--- config.mk ---
export PLATFORM = sky130hd
export DESIGN_NAME = dual_pfd_lock
export DESIGN_NICKNAME = d
export VERILOG_FILES = /design/src/rtl/pfd_lock_pkg.sv /design/src/rtl/pfd_phase_core.sv /design/src/rtl/pfd_lock_tracker.sv /design/src/rtl/pfd_monitor_mux.sv /design/src/rtl/dual_pfd_lock.sv
export SDC_FILE = /design/constraint.sdc
export NUM_CORES = 1
export LEC_CHECK = 0
export ABC_AREA = 0
export BUFFER_PORTS_ARGS = -buffer_cell sky130_fd_sc_hd__buf_2
export CORE_AREA = 2 2 59 61
export CTS_CLUSTER_SIZE = 8
export DETAILED_ROUTE_END_ITERATION = 16
export DIE_AREA = 0 0 61 63
export GPL_ROUTABILITY_DRIVEN = 0
export PLACE_DENSITY = 0.87
export SYNTH_ARGS = -nofsm -noshare
export SYNTH_HDL_FRONTEND = slang
export SYNTH_SLANG_ARGS = --single-unit
--- constraint.sdc ---
create_clock -name clk -period 2 [get_ports clk]
set_input_delay 0.1 -clock clk [delete_from_list [all_inputs] [get_ports clk]]
set_output_delay 0.1 -clock clk [all_outputs]
set_load 0.05 [all_outputs]
--- src/rtl/pfd_lock_pkg.sv ---
package pfd_lock_pkg;

    localparam int CNT_W = 8;

    typedef enum logic [1:0] {
        DRV_Z  = 2'b00,
        DRV_HI = 2'b01,
        DRV_LO = 2'b10
    } drv_t;

    typedef enum logic [1:0] {
        PH_IDLE     = 2'b00,
        PH_REF_LEAD = 2'b01,
        PH_FB_LEAD  = 2'b10
    } phase_t;

    typedef struct packed {
        logic             done;
        logic [CNT_W-1:0] width;
    } cmp_result_t;

    function automatic drv_t lead_to_drive(input logic ref_ahead, input logic polarity);
        return (ref_ahead == polarity) ? DRV_HI : DRV_LO;
    endfunction

endpackage

--- src/rtl/pfd_phase_core.sv ---
module pfd_phase_core
    import pfd_lock_pkg::*;
(
    input  logic        clk,
    input  logic        rst,
    input  logic        ref_tick,
    input  logic        fb_tick,
    input  logic        enable,
    input  logic        polarity,
    output drv_t        drive,
    output cmp_result_t result
);
    phase_t           st;
    logic [CNT_W-1:0] wcnt;
    logic             first_cmp;
    logic             pulse_ok;

    // a comparison closes when the lagging strobe arrives, or both coincide
    always_comb begin
        result.done = enable && (
            (st == PH_IDLE     && ref_tick && fb_tick)  ||
            (st == PH_REF_LEAD && fb_tick  && !ref_tick) ||
            (st == PH_FB_LEAD  && ref_tick && !fb_tick));
        result.width = (st == PH_IDLE) ? '0 : wcnt;
    end

    always_ff @(posedge clk) begin
        if (rst) begin
            st        <= PH_IDLE;
            wcnt      <= '0;
            first_cmp <= 1'b0;
        end else if (!enable) begin
            st        <= PH_IDLE;
            wcnt      <= '0;
            first_cmp <= 1'b1;
        end else begin
            if (result.done) first_cmp <= 1'b0;
            unique case (st)
                PH_IDLE: begin
                    if (ref_tick ^ fb_tick) begin
                        st   <= ref_tick ? PH_REF_LEAD : PH_FB_LEAD;
                        wcnt <= CNT_W'(1);
                    end
                end
                PH_REF_LEAD: begin
                    if (fb_tick && !ref_tick) begin
                        st   <= PH_IDLE;
                        wcnt <= '0;
                    end else if (wcnt != '1) begin
                        wcnt <= wcnt + CNT_W'(1);
                    end
                end
                PH_FB_LEAD: begin
                    if (ref_tick && !fb_tick) begin
                        st   <= PH_IDLE;
                        wcnt <= '0;
                    end else if (wcnt != '1) begin
                        wcnt <= wcnt + CNT_W'(1);
                    end
                end
                default: begin
                    st   <= PH_IDLE;
                    wcnt <= '0;
                end
            endcase
        end
    end

    assign pulse_ok = !first_cmp || (wcnt == CNT_W'(1));

    always_comb begin
        if (!enable || st == PH_IDLE || !pulse_ok)
            drive = DRV_Z;
        else
            drive = lead_to_drive(st == PH_REF_LEAD, polarity);
    end

endmodule

--- src/rtl/pfd_lock_tracker.sv ---
module pfd_lock_tracker
    import pfd_lock_pkg::*;
#(
    parameter int UNLOCK_W  = 2,
    parameter int LOCK_W    = 4,
    parameter int GOOD_RUNS = 3
) (
    input  logic        clk,
    input  logic        rst,
    input  logic        enable,
    input  cmp_result_t result,
    output logic        locked
);
    localparam int               RUN_W    = $clog2(GOOD_RUNS + 1);
    localparam logic [CNT_W-1:0] UNL_LIM  = CNT_W'(UNLOCK_W);
    localparam logic [CNT_W-1:0] LCK_LIM  = CNT_W'(LOCK_W);
    localparam logic [RUN_W-1:0] RUN_LAST = RUN_W'(GOOD_RUNS - 1);

    logic [RUN_W-1:0] run;

    always_ff @(posedge clk) begin
        if (rst || !enable) begin
            run    <= '0;
            locked <= 1'b0;
        end else if (result.done) begin
            if (result.width >= UNL_LIM) begin
                run    <= '0;
                locked <= 1'b0;
            end else if (result.width <= LCK_LIM) begin
                if (run >= RUN_LAST) locked <= 1'b1;
                else                 run    <= run + RUN_W'(1);
            end else begin
                run    <= '0;
                locked <= 1'b0;
            end
        end
    end

endmodule

--- src/rtl/pfd_monitor_mux.sv ---
module pfd_monitor_mux #(
    parameter int NSEC = 2,
    parameter int SEL_W = $clog2(NSEC) + 1
) (
    input  logic             lock_all,
    input  logic             mon_en,
    input  logic [SEL_W-1:0] pick,
    input  logic [NSEC-1:0]  ref_tick,
    input  logic [NSEC-1:0]  fb_tick,
    output logic             pin
);
    logic [SEL_W-2:0] sec;
    logic             strobe;

    assign sec    = pick[SEL_W-2:0];
    assign strobe = pick[SEL_W-1] ? fb_tick[sec] : ref_tick[sec];
    assign pin    = mon_en ? strobe : lock_all;

endmodule

--- src/rtl/dual_pfd_lock.sv ---
module dual_pfd_lock
    import pfd_lock_pkg::*;
#(
    parameter int NSEC      = 2,
    parameter int UNLOCK_W  = 2,
    parameter int LOCK_W    = 4,
    parameter int GOOD_RUNS = 3,
    localparam int SEL_W    = $clog2(NSEC) + 1
) (
    input  logic              clk,
    input  logic              rst,
    input  logic [NSEC-1:0]   ref_tick,
    input  logic [NSEC-1:0]   fb_tick,
    input  logic [NSEC-1:0]   ps_n,
    input  logic [NSEC-1:0]   pol,
    input  logic              mon_en,
    input  logic [SEL_W-1:0]  mon_pick,
    output logic [2*NSEC-1:0] cp_drive,
    output logic              share_out
);
    logic [NSEC-1:0]       done_v;
    logic [NSEC-1:0]       locked_v;
    logic [NSEC*CNT_W-1:0] width_flat;
    logic                  lock_all;

    for (genvar i = 0; i < NSEC; i++) begin : g_sec
        drv_t        drv;
        cmp_result_t res;

        pfd_phase_core u_core (
            .clk      (clk),
            .rst      (rst),
            .ref_tick (ref_tick[i]),
            .fb_tick  (fb_tick[i]),
            .enable   (ps_n[i]),
            .polarity (pol[i]),
            .drive    (drv),
            .result   (res)
        );

        pfd_lock_tracker #(
            .UNLOCK_W  (UNLOCK_W),
            .LOCK_W    (LOCK_W),
            .GOOD_RUNS (GOOD_RUNS)
        ) u_lock (
            .clk    (clk),
            .rst    (rst),
            .enable (ps_n[i]),
            .result (res),
            .locked (locked_v[i])
        );

        assign cp_drive[2*i +: 2]            = drv;
        assign done_v[i]                     = res.done;
        assign width_flat[i*CNT_W +: CNT_W]  = res.width;
    end

    assign lock_all = &(locked_v | ~ps_n);

    pfd_monitor_mux #(
        .NSEC  (NSEC),
        .SEL_W (SEL_W)
    ) u_mux (
        .lock_all (lock_all),
        .mon_en   (mon_en),
        .pick     (mon_pick),
        .ref_tick (ref_tick),
        .fb_tick  (fb_tick),
        .pin      (share_out)
    );

endmodule

Word level (Yosys, flattened, before mapping)

Cells that the tools add are included.

Bits in registers: 28
Input bits: 13
Word-level logic and storage cells: 148

Order comparisons: 7
Multiplexer cells: 48
Reduce and logical (&&, ||, !) cells: 51
Bitwise operators: 6
Add/subtract/negate cells: 4
Eq/ne operators: 22

Operators with widths:

| kind                | count |
|---|---|
| $mux 8              | 10 |
| $pmux 8 s3          | 2 |
| $mux 2              | 18 |
| $logic_and 1x1->1   | 18 |
| $add 8x1->8 const B | 2 |
| $eq 8x1->1 const B  | 2 |
| $ge 8x2->1 const B  | 2 |
| $le 8x3->1 const B  | 2 |
| $mux 1              | 16 |
| $ne 8x8->1 const B  | 2 |
| $logic_or 1x1->1    | 12 |
| $ne 2x2->1 const B  | 6 |
| $ne 3x2->1 const B  | 4 |
| $pmux 2 s3          | 2 |
| $logic_not 1->1     | 10 |
| $reduce_and 2->1    | 5 |
| $reduce_and 3->1    | 2 |
| $add 2x1->2 const B | 2 |
| $eq 2x1->1 const B  | 2 |
| $eq 2x2->1 const B  | 2 |
| $ge 2x2->1 const B  | 2 |
| $logic_not 2->1     | 2 |
| $ne 2x1->1 const B  | 2 |
| $reduce_or 2->1     | 2 |
| other kinds (6)     | 9 |

Depth between registers and ports, before layout

Gate-level depths: netlist of run 1.

Word-level depth: 8
Mapped depth: 6
Gate-level depth less buffers: 6

Hierarchy

From an unflattened synthesis of run 1, not the netlist that was laid out.

Cells, all modules: 242
Area total of the unflattened synthesis: 2064.5 um^2

By module, submodules not included:

| module                            | seq. area each (um^2) | area an instance (um^2) | cells an instance | instances |
|---|---|---|---|---|
| pfd_phase_core at g_sec[0].u_core | 220.2                 | 810.8                   | 98                | 1 |
| pfd_phase_core at g_sec[1].u_core | 220.2                 | 797.0                   | 95                | 1 |
| pfd_lock_tracker                  | 60.1                  | 192.7                   | 20                | 2 |
| pfd_monitor_mux                   | 0.0                   | 51.3                    | 6                 | 1 |
| dual_pfd_lock                     | 0.0                   | 20.0                    | 3                 | 1 |

Least setup slack after synthesis of run 1

No wires, ideal clock.

Path kind: register to output
Start: register g_sec[1].u_core.wcnt[2]
End: output port cp_drive[3]
Path slack: -0.069 ns
Cell stages (with the launch flop): 5
Arrival: 1.969 ns
Path buffers: 0
Required time: 1.900 ns
Cell sequence: dfxtp_1 > or4_4 > o41ai_1 > nand3_1 > nor2b_1

Longest elaborated chain between the ends: 5

RTL lines:

| item                   | RTL line             | RTL |
|---|---|---|
| from (decl)            | pfd_phase_core.sv:14 | `logic [CNT_W-1:0] wcnt;` |
| from (signal assigned) | pfd_phase_core.sv:50 | `wcnt <= wcnt + CNT_W'(1);` |
| from (signal assigned) | pfd_phase_core.sv:58 | `wcnt <= wcnt + CNT_W'(1);` |
| $eq 8x1->1             | pfd_phase_core.sv:69 | `assign pulse_ok = !first_cmp \|\| (wcnt == CNT_W'(1));` |
| $logic_or 1x1->1       | pfd_phase_core.sv:69 |  |
| $logic_not 1->1        | pfd_phase_core.sv:72 | `if (!enable \|\| st == PH_IDLE \|\| !pulse_ok)` |
| $logic_or 1x1->1       | pfd_phase_core.sv:72 |  |
| $mux 2                 | pfd_phase_core.sv:72 |  |
| to (decl)              | dual_pfd_lock.sv:18  | `output logic [2*NSEC-1:0] cp_drive,` |

No other way between the ends.

Worst setup path in the final report of run 1

Start: register g_sec[1].u_core.wcnt[3]
End: output port cp_drive[2]

Same word-level chain as after synthesis.

==> impl_metrics.yaml, run 1 <==
cts:
  cts_tree: "yes"
  numCtsBuffers: 3
  cts_htree_levels: 1
  worstSkewPairLatency_ps: 340
  cts_root_buffer: "clkbuf_4"
  cts.sinks: 28
  cts_buffer_depth: 2
  path_clk_slew_ps: 160
setup_path:
  cp_slowest_cell: "or4_4"
  start_kind: "register"
  path_class: "register to output port"
  cp.required_ps: 1900
  arrival_ps: 1920
  crit_path_end_kind: "output port"
  slowest_delay_ps: 540
  critPathMaxFanout: 2
  path_cells: "or4_4 -> o41ai_2 -> nand3_1 -> nor2_2 -> buf_6"
synth:
  syn_area_per_cell_um2: 7.96
  syn_area_um2: 1810
  synth.area.top_cells: "dfxtp_1 (31%), ha_1 (6.9%), a21oi_1 (5.5%)"
  synth.top_cell.area_share_pct: 31.0
  ys.flop_type: "dfxtp_1"
  synth_cell_type_count: 51
  ys_async_sr_fraction_pct: 0
  yosys_warnings: 0
  ys_seq_area_share_pct: 31.0
  synth.net_count: 250
  synth-edff-count: 0
  ys_ff_latch: 28
  synth_top_area_cell: "dfxtp_1"
  syn_inst: 227
finish:
  final_common_cell: "dfxtp_1"
  register_area_um2: 571
  drive_gt1_share_pct: 21.5
  postLayoutCoreUtil_pct: 65.3
  num_antenna_cells: 0
  final_cell_mix: "dfxtp_1 (24), nor2_1 (20), a21oi_1 (20)"
  finalNonFillerCells: 297
  fillers: 267
  finalNetCount: 275
  multi_input_area_um2: 1190
  areaGrowthSynthToFinish_pct: 16.8
run_status:
  violations: "negative setup slack"
  status: "finished with violations"
timing:
  max_freq_mhz: 494
  period_share_pct: 101
  tightest_slew_ps: 455
  rsz0062_at_grt: "yes"
  postLayoutSetupSlackWorst_ps: -24.7
  slew_headroom_pct: 69.6
  post-route-min-period_ps: 2020
  slew_viol_final: 0
  fin_skew_ps: 2.02
  hold_viol: 0
  setup_viol: 2
power:
  leakage_uw: 0.000777
  p_sw_uw: 315
  p_int_uw: 858
  p_seq_share_pct: 49.9
  ir_drop_mv: 0.461
  swShare_pct: 26.9
  combPwrFrac_pct: 17.6
  pwr_density_cell_nw_per_um2: 556
  p_clk_share_pct: 32.5
grt:
  grt_antenna_before_repair: 0
  grt_pass1_vias: 1492
  grtUsageTotal_pct: 22.4
  grt-busiest-layer: "met2"
  grt_util_met3_pct: 2.48
  grt_pass1_wl_um: 6700
  gr-total-overflow: 0
  grt_max_degree: 17
  use_met2_pct: 34.7
  met1_usage_pct: 32.9
floorplan:
  die_area_um2: 3840
  core_um2: 3230
  start_util_pct: 55.9
  die_h_um: 63
  io_pins: 18
  die_w_um: 61
  rows: 21
placement:
  hpwl_um: 2830
  place_inst: 288
  place.port_buffers: 17
routing:
  drt-pass1-iter-count: 4
  final_antenna_net_count: 0
  dr_total_vias: 1719
  wl_per_cell_um: 13.4
  vias_per_cell: 5.79
  drt_iter0_drc: 67
  wl_um: 3990
  drc: 0
worst_hold_path:
  min_path_type: "input port to register"
run:
  max-cap-violations: 0
[registers in the layout, summed over array words and instances, names as in the netlist]
name	flops
g_sec.u_lock.run	4
g_sec.u_core.wcnt	16
g_sec.u_core.st	4
g_sec.u_lock.locked	2
g_sec.u_core.first_cmp	2
[power groups by stage]
| stage | Clock [uW] | Combinational [uW] | Sequential, uW |
|---|---|---|---|
| detailed placement | 0 | 196 | 599 |
| global route | 411 | 226 | 588 |
| finish | 382 | 206 | 585 |
| global placement | 0 | 191 | 599 |
| CTS | 388 | 203 | 586 |
| floorplan | 0 | 144 | 590 |
[Yosys cell counts (all sizes together) (4+ instances only)]
library cell,count
nor3,7
or3,5
nand2,13
nand2b,11
or2,6
clkbuf,5
a21oi,20
dfxtp,28
nor2,21
o21ai,12
a31oi,8
nand3,9
inv,17
nor2b,4
ha,10
[area by class of cell]
| class | instances | share of cell area [%] |
|---|---|---|
| flip-flops and latches | 28 | 27.0 |
| multi-input cells | 176 | 56.3 |
| well taps | 46 | 2.73 |
| clock buffers | 3 | 1.07 |
| clock inverters | 1 | 1.42 |
| repair buffers | 26 | 8.48 |
| inverters | 17 | 3.02 |
[path summary, 6_finish.rpt]
kind | startpoint | end | slack, ps | depth (start not counted)
setup / recovery | g_sec[1].u_core.wcnt[3] | cp_drive[2] | -20 | 5
hold / removal | ps_n[0] | g_sec[0].u_core.first_cmp | 100 | 4
setup reg to reg | g_sec[1].u_core.st[1] | g_sec[1].u_core.first_cmp | 200 | 5
hold reg to reg | g_sec[1].u_lock.locked | g_sec[1].u_lock.locked | 490 | 2
[layer usage]
layer / up-vias / wire length (um)
li1: 880 / -
met1: 802 / 1980
met2: 32 / 1850
met3: 5 / 108
met4: 0 / 46
met5: - / 0
[cells by family after synthesis]
logic type | Yosys count | synth area share, %
AO/OA/AOI/OAI | 63 | 23.4
XOR/XNOR | 4 | 1.94
adder cells (fa/ha/maj) | 10 | 6.93
buffers and inverters | 23 | 4.92
flip-flops | 28 | 31.0
multiplexers | 2 | 1.80
AND/OR/NAND/NOR | 97 | 30.0
[repair_timing]
action                                 4_1_cts  5_1_grt
pin swaps                                    2        1
setup buffers                                2        1
resized for setup                           11        6
hold buffers                                 2        0
setup endpoints to repair                    4        4
endpoints found under the hold margin        2        0
[metrics by stage]
stage / instance area (um^2) / total power (uW) / setup TNS [ps] / hold WS (ps) / worst slack (ps)
finish: 2110 / 1170 / -44.2 / 97.9 / -24.7
CTS: 2090 / 1180 / -49.5 / 90.1 / -27.6
global route: 2110 / 1230 / -190 / 115 / -95.7
global placement: 1960 / 790 / 0 / 321 / 216
floorplan: 1810 / 734 / 0 / 169 / 64.5
detailed placement: 1960 / 795 / 0 / 334 / 205
[critical path: cells and delay by family, from the launching register on]
family	cells	cell delay [ps]
compound gates	1	200
buf+inv	1	170
flops	1	380
simple gates	3	840
No activity file was read; power rests on OpenSTA's default activity.
==> run 2, diff against run 1 <==
==> constraint.sdc (replaced) <==
create_clock -name clk -period 2 [get_ports clk]
set_input_delay 0.2 -clock clk [delete_from_list [all_inputs] [get_ports clk]]
set_output_delay 0.2 -clock clk [all_outputs]
set_load 0.05 [all_outputs]
==> run 2 against run 1 <==
The run still ends with negative setup slack left. Highest routed layer unchanged. Largest cell class unchanged. Maximum frequency down 2.1%. Sequential power is essentially flat. Via count fell by 0.81%. Critical path depth stayed put. Power down 9.2%. Sequential share of layout area is 0.39 points higher. Final area decreased by 1.4%. Clock skew grew 1.1 ps. Largest power group unchanged. Worst hold slack lost 29 ps. Global-route usage grew 0.25 points. Worst setup slack worse by 44 ps.
==> impl_metrics.yaml, run 2 (synthesis results as in run 1) <==
run_status:
  status: "finished with violations"
  violations: "negative setup slack"
setup_path:
  start_kind: "register"
  critPathMaxFanout: 2
  arrival_ps: 1870
  crit_buf_inv: 1
  slowest_delay_ps: 530
  crit_path_end_kind: "output port"
  path_class: "register to output port"
  crit_family: "simple AND/OR/NAND/NOR gates"
  path_cells: "or4_4 -> o41ai_2 -> nand3_1 -> nor2b_2 -> buf_6"
  cp_slowest_cell: "or4_4"
  cp.required_ps: 1800
grt:
  grt_pass1_wl_um: 6830
  grt_antenna_before_repair: 0
  grt_pass1_vias: 1573
  gr-total-overflow: 0
  grt_max_degree: 16
  grtUsageTotal_pct: 22.7
finish:
  top_register: "g_sec.u_core.wcnt"
  finalNetCount: 273
  final_common_cell: "dfxtp_1"
  drive_gt1_share_pct: 22.9
  areaGrowthSynthToFinish_pct: 15.2
  largest_reg_flops: 16
  final_cell_mix: "dfxtp_1 (22), a21oi_1 (20), nor2_1 (19)"
  top_regs: "g_sec.u_core.wcnt: 16 flops, g_sec.u_core.st: 4 flops, g_sec.u_lock.run: 4 flops"
  postLayoutCellArea_um2: 2080
  num_antenna_cells: 0
routing:
  drc: 0
  final_antenna_net_count: 0
  drt_iter0_drc: 108
  drt-pass1-iter-count: 4
  wl_um: 3930
  wl_per_cell_um: 13.3
  vias_per_cell: 5.78
  dr_total_vias: 1705
run:
  max-cap-violations: 0
cts:
  cts_htree_levels: 1
  cts_buffer_depth: 2
  worstSkewPairLatency_ps: 320
  path_clk_slew_ps: 150
  cts_tree: "yes"
  cts.sinks: 28
  cts_root_buffer: "clkbuf_4"
  numCtsBuffers: 3
power:
  leakage_uw: 0.000762
  ir_drop_mv: 0.394
  pwr_density_cell_nw_per_um2: 512
timing:
  rsz0062_at_grt: "yes"
  period_share_pct: 103
  slew_viol_final: 0
  hold_viol: 0
  setup_viol: 2
  fin_skew_ps: 3.10
  holdWs_ps: 68.5
  slew_headroom_pct: 64.2
  max_freq_mhz: 483
  tightest_slew_ps: 536
  post-route-min-period_ps: 2070
  postLayoutSetupSlackWorst_ps: -68.9
floorplan:
  die_w_um: 61
  core_um2: 3230
  start_util_pct: 55.9
  io_pins: 18
  die_area_um2: 3840
  die_h_um: 63
  rows: 21
placement:
  place_area_um2: 1960
  place.port_buffers: 17
  hpwl_um: 2910
  post-place-ws_ps: 130
worst_hold_path:
  min_path_type: "input port to register"
## run 2: changes by cell type in the layout (fill, tap and decap cells not counted), sizes merged
cell,change
dlygate4sd3,-2
clkbuf,+1
bufinv,-1
## run 2: what timing repair did
| item | in CTS | in global routing |
|---|---|---|
| gates resized for setup | 15 | 4 |
| gates cloned | 0 | 0 |
| pin swaps | 4 | 2 |
| setup endpoints to repair | 4 | 4 |
| setup buffers | 2 | 1 |
| hold buffers | 0 | 0 |
## run 2: area by class of cell
class | count | area (um^2)
inverters | 17 | 63.8
flip-flops and latches | 28 | 571
well taps | 46 | 57.6
multi-input cells | 176 | 1190
repair buffers | 24 | 163
clock buffers | 4 | 36.3
fillers | 290 | 1150
## run 2: final timing paths
| path | start | end | slack (ps) | cells past startpoint |
|---|---|---|---|---|
| max | g_sec[1].u_core.wcnt[3] | cp_drive[3] | -70 | 5 |
| min | rst | g_sec[1].u_core.first_cmp | 70 | 2 |
| max reg2reg | g_sec[1].u_core.wcnt[3] | g_sec[1].u_lock.run[0] | 180 | 6 |
| min reg2reg | g_sec[0].u_core.wcnt[1] | g_sec[0].u_core.wcnt[1] | 500 | 2 |
## run 2: routing by layer
layer  up-vias  GRT usage [%]  share of wire (%)
met5         -              0                  0
met4         0           6.25                1.0
met3         5           4.14                3.0
met2        28           34.7                 46
met1       800           32.3                 50
li1        872              -                  -
## run 2: metrics by stage
| stage | power, uW | std cells | utilization (%) | setup TNS [ps] |
|---|---|---|---|---|
| 2_1_floorplan | 735 | 227 | - | -12.3 |
| 3_3_place_gp | 788 | 288 | 60.7 | 0 |
| 3_5_place_dp | 792 | 288 | 60.7 | 0 |
| 4_1_cts | 1060 | 294 | 63.8 | -123 |
| 5_1_grt | 1120 | 295 | 64.4 | -284 |
| 6_report | 1060 | 295 | 64.4 | -136 |
## run 2: report_power, final
group	switching [uW]	total (uW)	internal, uW
clock	167	278	111
sequential	18.3	588	569
combinational	117	199	81.8
==> run 3, diff against run 2 <==
Settings changed: ABC_AREA 0 to 1, CORE_AREA 2 2 59 61 to 2 2 61 63, DIE_AREA 0 0 61 63 to 0 0 63 65, PLACE_DENSITY 0.87 to 0.88.
==> run 3 against run 2 <==
Count of clock-buffer cells in the layout down 1. Critical path depth is 2 higher. Flip-flop and latch count unchanged. Combinational power rose by 25%. Worst hold slack gained 17 ps. Via count grew 7.3%. Critical path type unchanged. Worst setup slack better by 230 ps. The flow now finishes without violations.
==> impl_metrics.yaml, run 3 <==
run_status:
  status: "finished, final reports clean"
finish:
  largest_reg_flops: 16
  final_common_cell: "nand2_1"
  top_regs: "g_sec.u_core.wcnt: 16 flops, g_sec.u_core.st: 4 flops, g_sec.u_lock.run: 4 flops"
  finalNetCount: 336
  register_area_um2: 562
  final_cell_mix: "nand2_1 (63), inv_1 (42), nor2_1 (34)"
  areaGrowthSynthToFinish_pct: 10.3
  drive_gt1_share_pct: 21.5
  top_register: "g_sec.u_core.wcnt"
  finalNonFillerCells: 360
  num_antenna_cells: 0
  multi_input_area_um2: 1230
  fillers: 312
synth:
  syn_area_per_cell_um2: 6.81
  synth_top_area_cell: "dfxtp_1"
  synth.net_count: 314
  synthTopCellsByCount: "nand2_1 (63), inv_1 (42), nor2_1 (34)"
  synth_cell_type_count: 37
  syn_area_um2: 1980
  syn_inst: 291
  synth.area.top_cells: "dfxtp_1 (28%), nand2_1 (12%), inv_1 (8.0%)"
  ys_seq_area_share_pct: 28.3
  yosys.cell_count.top_type: "nand2_1"
  yosys_warnings: 0
  ys.flop_type: "dfxtp_1"
  ys_async_sr_fraction_pct: 0
  synth.top_cell.area_share_pct: 28.3
  ys_ff_latch: 28
  synth-edff-count: 0
floorplan:
  die_h_um: 65
  core_um2: 3500
  io_pins: 18
  die_w_um: 63
  die_area_um2: 4100
  start_util_pct: 56.7
  rows: 22
grt:
  met1_usage_pct: 27.2
  grt_antenna_before_repair: 0
  grt_pass1_vias: 1641
  gr-total-overflow: 0
  grt_util_met3_pct: 2.95
  grt-busiest-layer: "met2"
  use_met2_pct: 34.3
  grt_pass1_wl_um: 6820
  grt_max_degree: 17
  grtUsageTotal_pct: 20.8
cts:
  cts.hold.buffers_added: 0
  cts_tree: "yes"
  cts_htree_levels: 1
  cts.sinks: 28
  worstSkewPairLatency_ps: 340
  cts_buffer_depth: 2
  path_clk_slew_ps: 160
  cts_root_buffer: "clkbuf_4"
  cts_setup_buffers: 0
  numCtsBuffers: 3
  post_cts_resized: 0
routing:
  drt_iter0_drc: 114
  drc: 0
  dr_total_vias: 1829
  drt-pass1-iter-count: 4
  vias_per_cell: 5.08
  wl_per_cell_um: 11.0
  wl_um: 3960
  final_antenna_net_count: 0
timing:
  tns_ps: 0
  post-route-min-period_ps: 1840
  tightest_slew_ps: 314
  hold_viol: 0
  fin_skew_ps: 1.13
  period_share_pct: 92.1
  setup_viol: 0
  rsz0062_at_grt: "yes"
  max_freq_mhz: 543
  slew_viol_final: 0
  slew_headroom_pct: 79.0
setup_path:
  crit_path_end_kind: "output port"
  reg2regPathDepth: 8
  path_class: "register to output port"
  start_kind: "register"
  arrival_ps: 1640
  startpoint: "g_sec[1].u_core.wcnt[1]"
  critPathMaxFanout: 3
  timing.rr.start: "g_sec[0].u_core.wcnt[0]"
  cp.required_ps: 1800
worst_hold_path:
  min_path_type: "input port to register"
  min_from: "ps_n[1]"
  hold_path_depth: 2
power:
  pwr_density_cell_nw_per_um2: 559
  leakage_uw: 0.000978
  power_uw: 1220
  ir_drop_mv: 0.262
run:
  max-cap-violations: 0
placement:
  hpwl_um: 3090
  place.port_buffers: 17
  place_inst: 356
-- run 3: changes by cell type in the layout (fill, tap and decap cells not counted), sizes merged, moves of 5 or more --
cell,delta
nand2b,-11
nor2,+23
inv,+32
or3,-5
a31oi,-7
nor3,-5
nand3,+18
nand2,+62
buf,-7
-- run 3: cell type report --
class	count	share of cell area, %
flip-flops and latches	28	25.7
well taps	48	2.75
repair buffers	17	4.12
multi-input cells	213	56.4
clock inverters	1	1.37
inverters	50	8.65
clock buffers	3	1.03
-- run 3: metrics by stage --
step | hold slack [ps] | utilization (%) | cell area [um^2] | setup WS [ps]
global route | 101 | 62.5 | 2180 | -1.19
floorplan | 293 | - | 1980 | 322
global placement | 434 | 60.8 | 2130 | 551
CTS | 83.7 | 62.3 | 2180 | 107
detailed placement | 442 | 60.8 | 2130 | 521
finish | 85.8 | 62.5 | 2180 | 158
-- run 3: logic make-up after synthesis --
group                      Yosys count  share of synthesized area [%]
AOI/OAI and AO/OA                   37                           11.6
xor gates and xnor gates             2                          0.885
adders and majority gates           10                           6.32
buffers and inverters               50                           9.54
DFF                                 28                           28.3
and+or+nand+nor                    164                           43.3
-- run 3: worst paths after layout --
path,to,slack [ps]
setup / recovery,cp_drive[2],160
setup reg to reg,g_sec[0].u_core.wcnt[3],570
hold reg to reg,g_sec[0].u_lock.locked,460
hold / removal,g_sec[1].u_core.first_cmp,90
-- run 3: worst max-delay path, stage by stage (launching register included) --
cell and delay [ps]:
dfxtp_1 360, inv_1 100, ha_1 150, nand3_1 90, o21ai_0 180, nand3_1 110, nor2_1 100, buf_4 200
-- run 3: where the power goes --
group	switching (uW)	internal (uW)	leakage, uW
combinational	161	86.9	0.000723
sequential	14.6	572	0.000227
clock	183	203	0.0000279
-- run 3: per-layer routing --
metal | wire length, um | share of wire (%)
met1 | 1970 | 50
met2 | 1780 | 45
met3 | 154 | 3.9
met4 | 59 | 1.5
met5 | 0 | 0
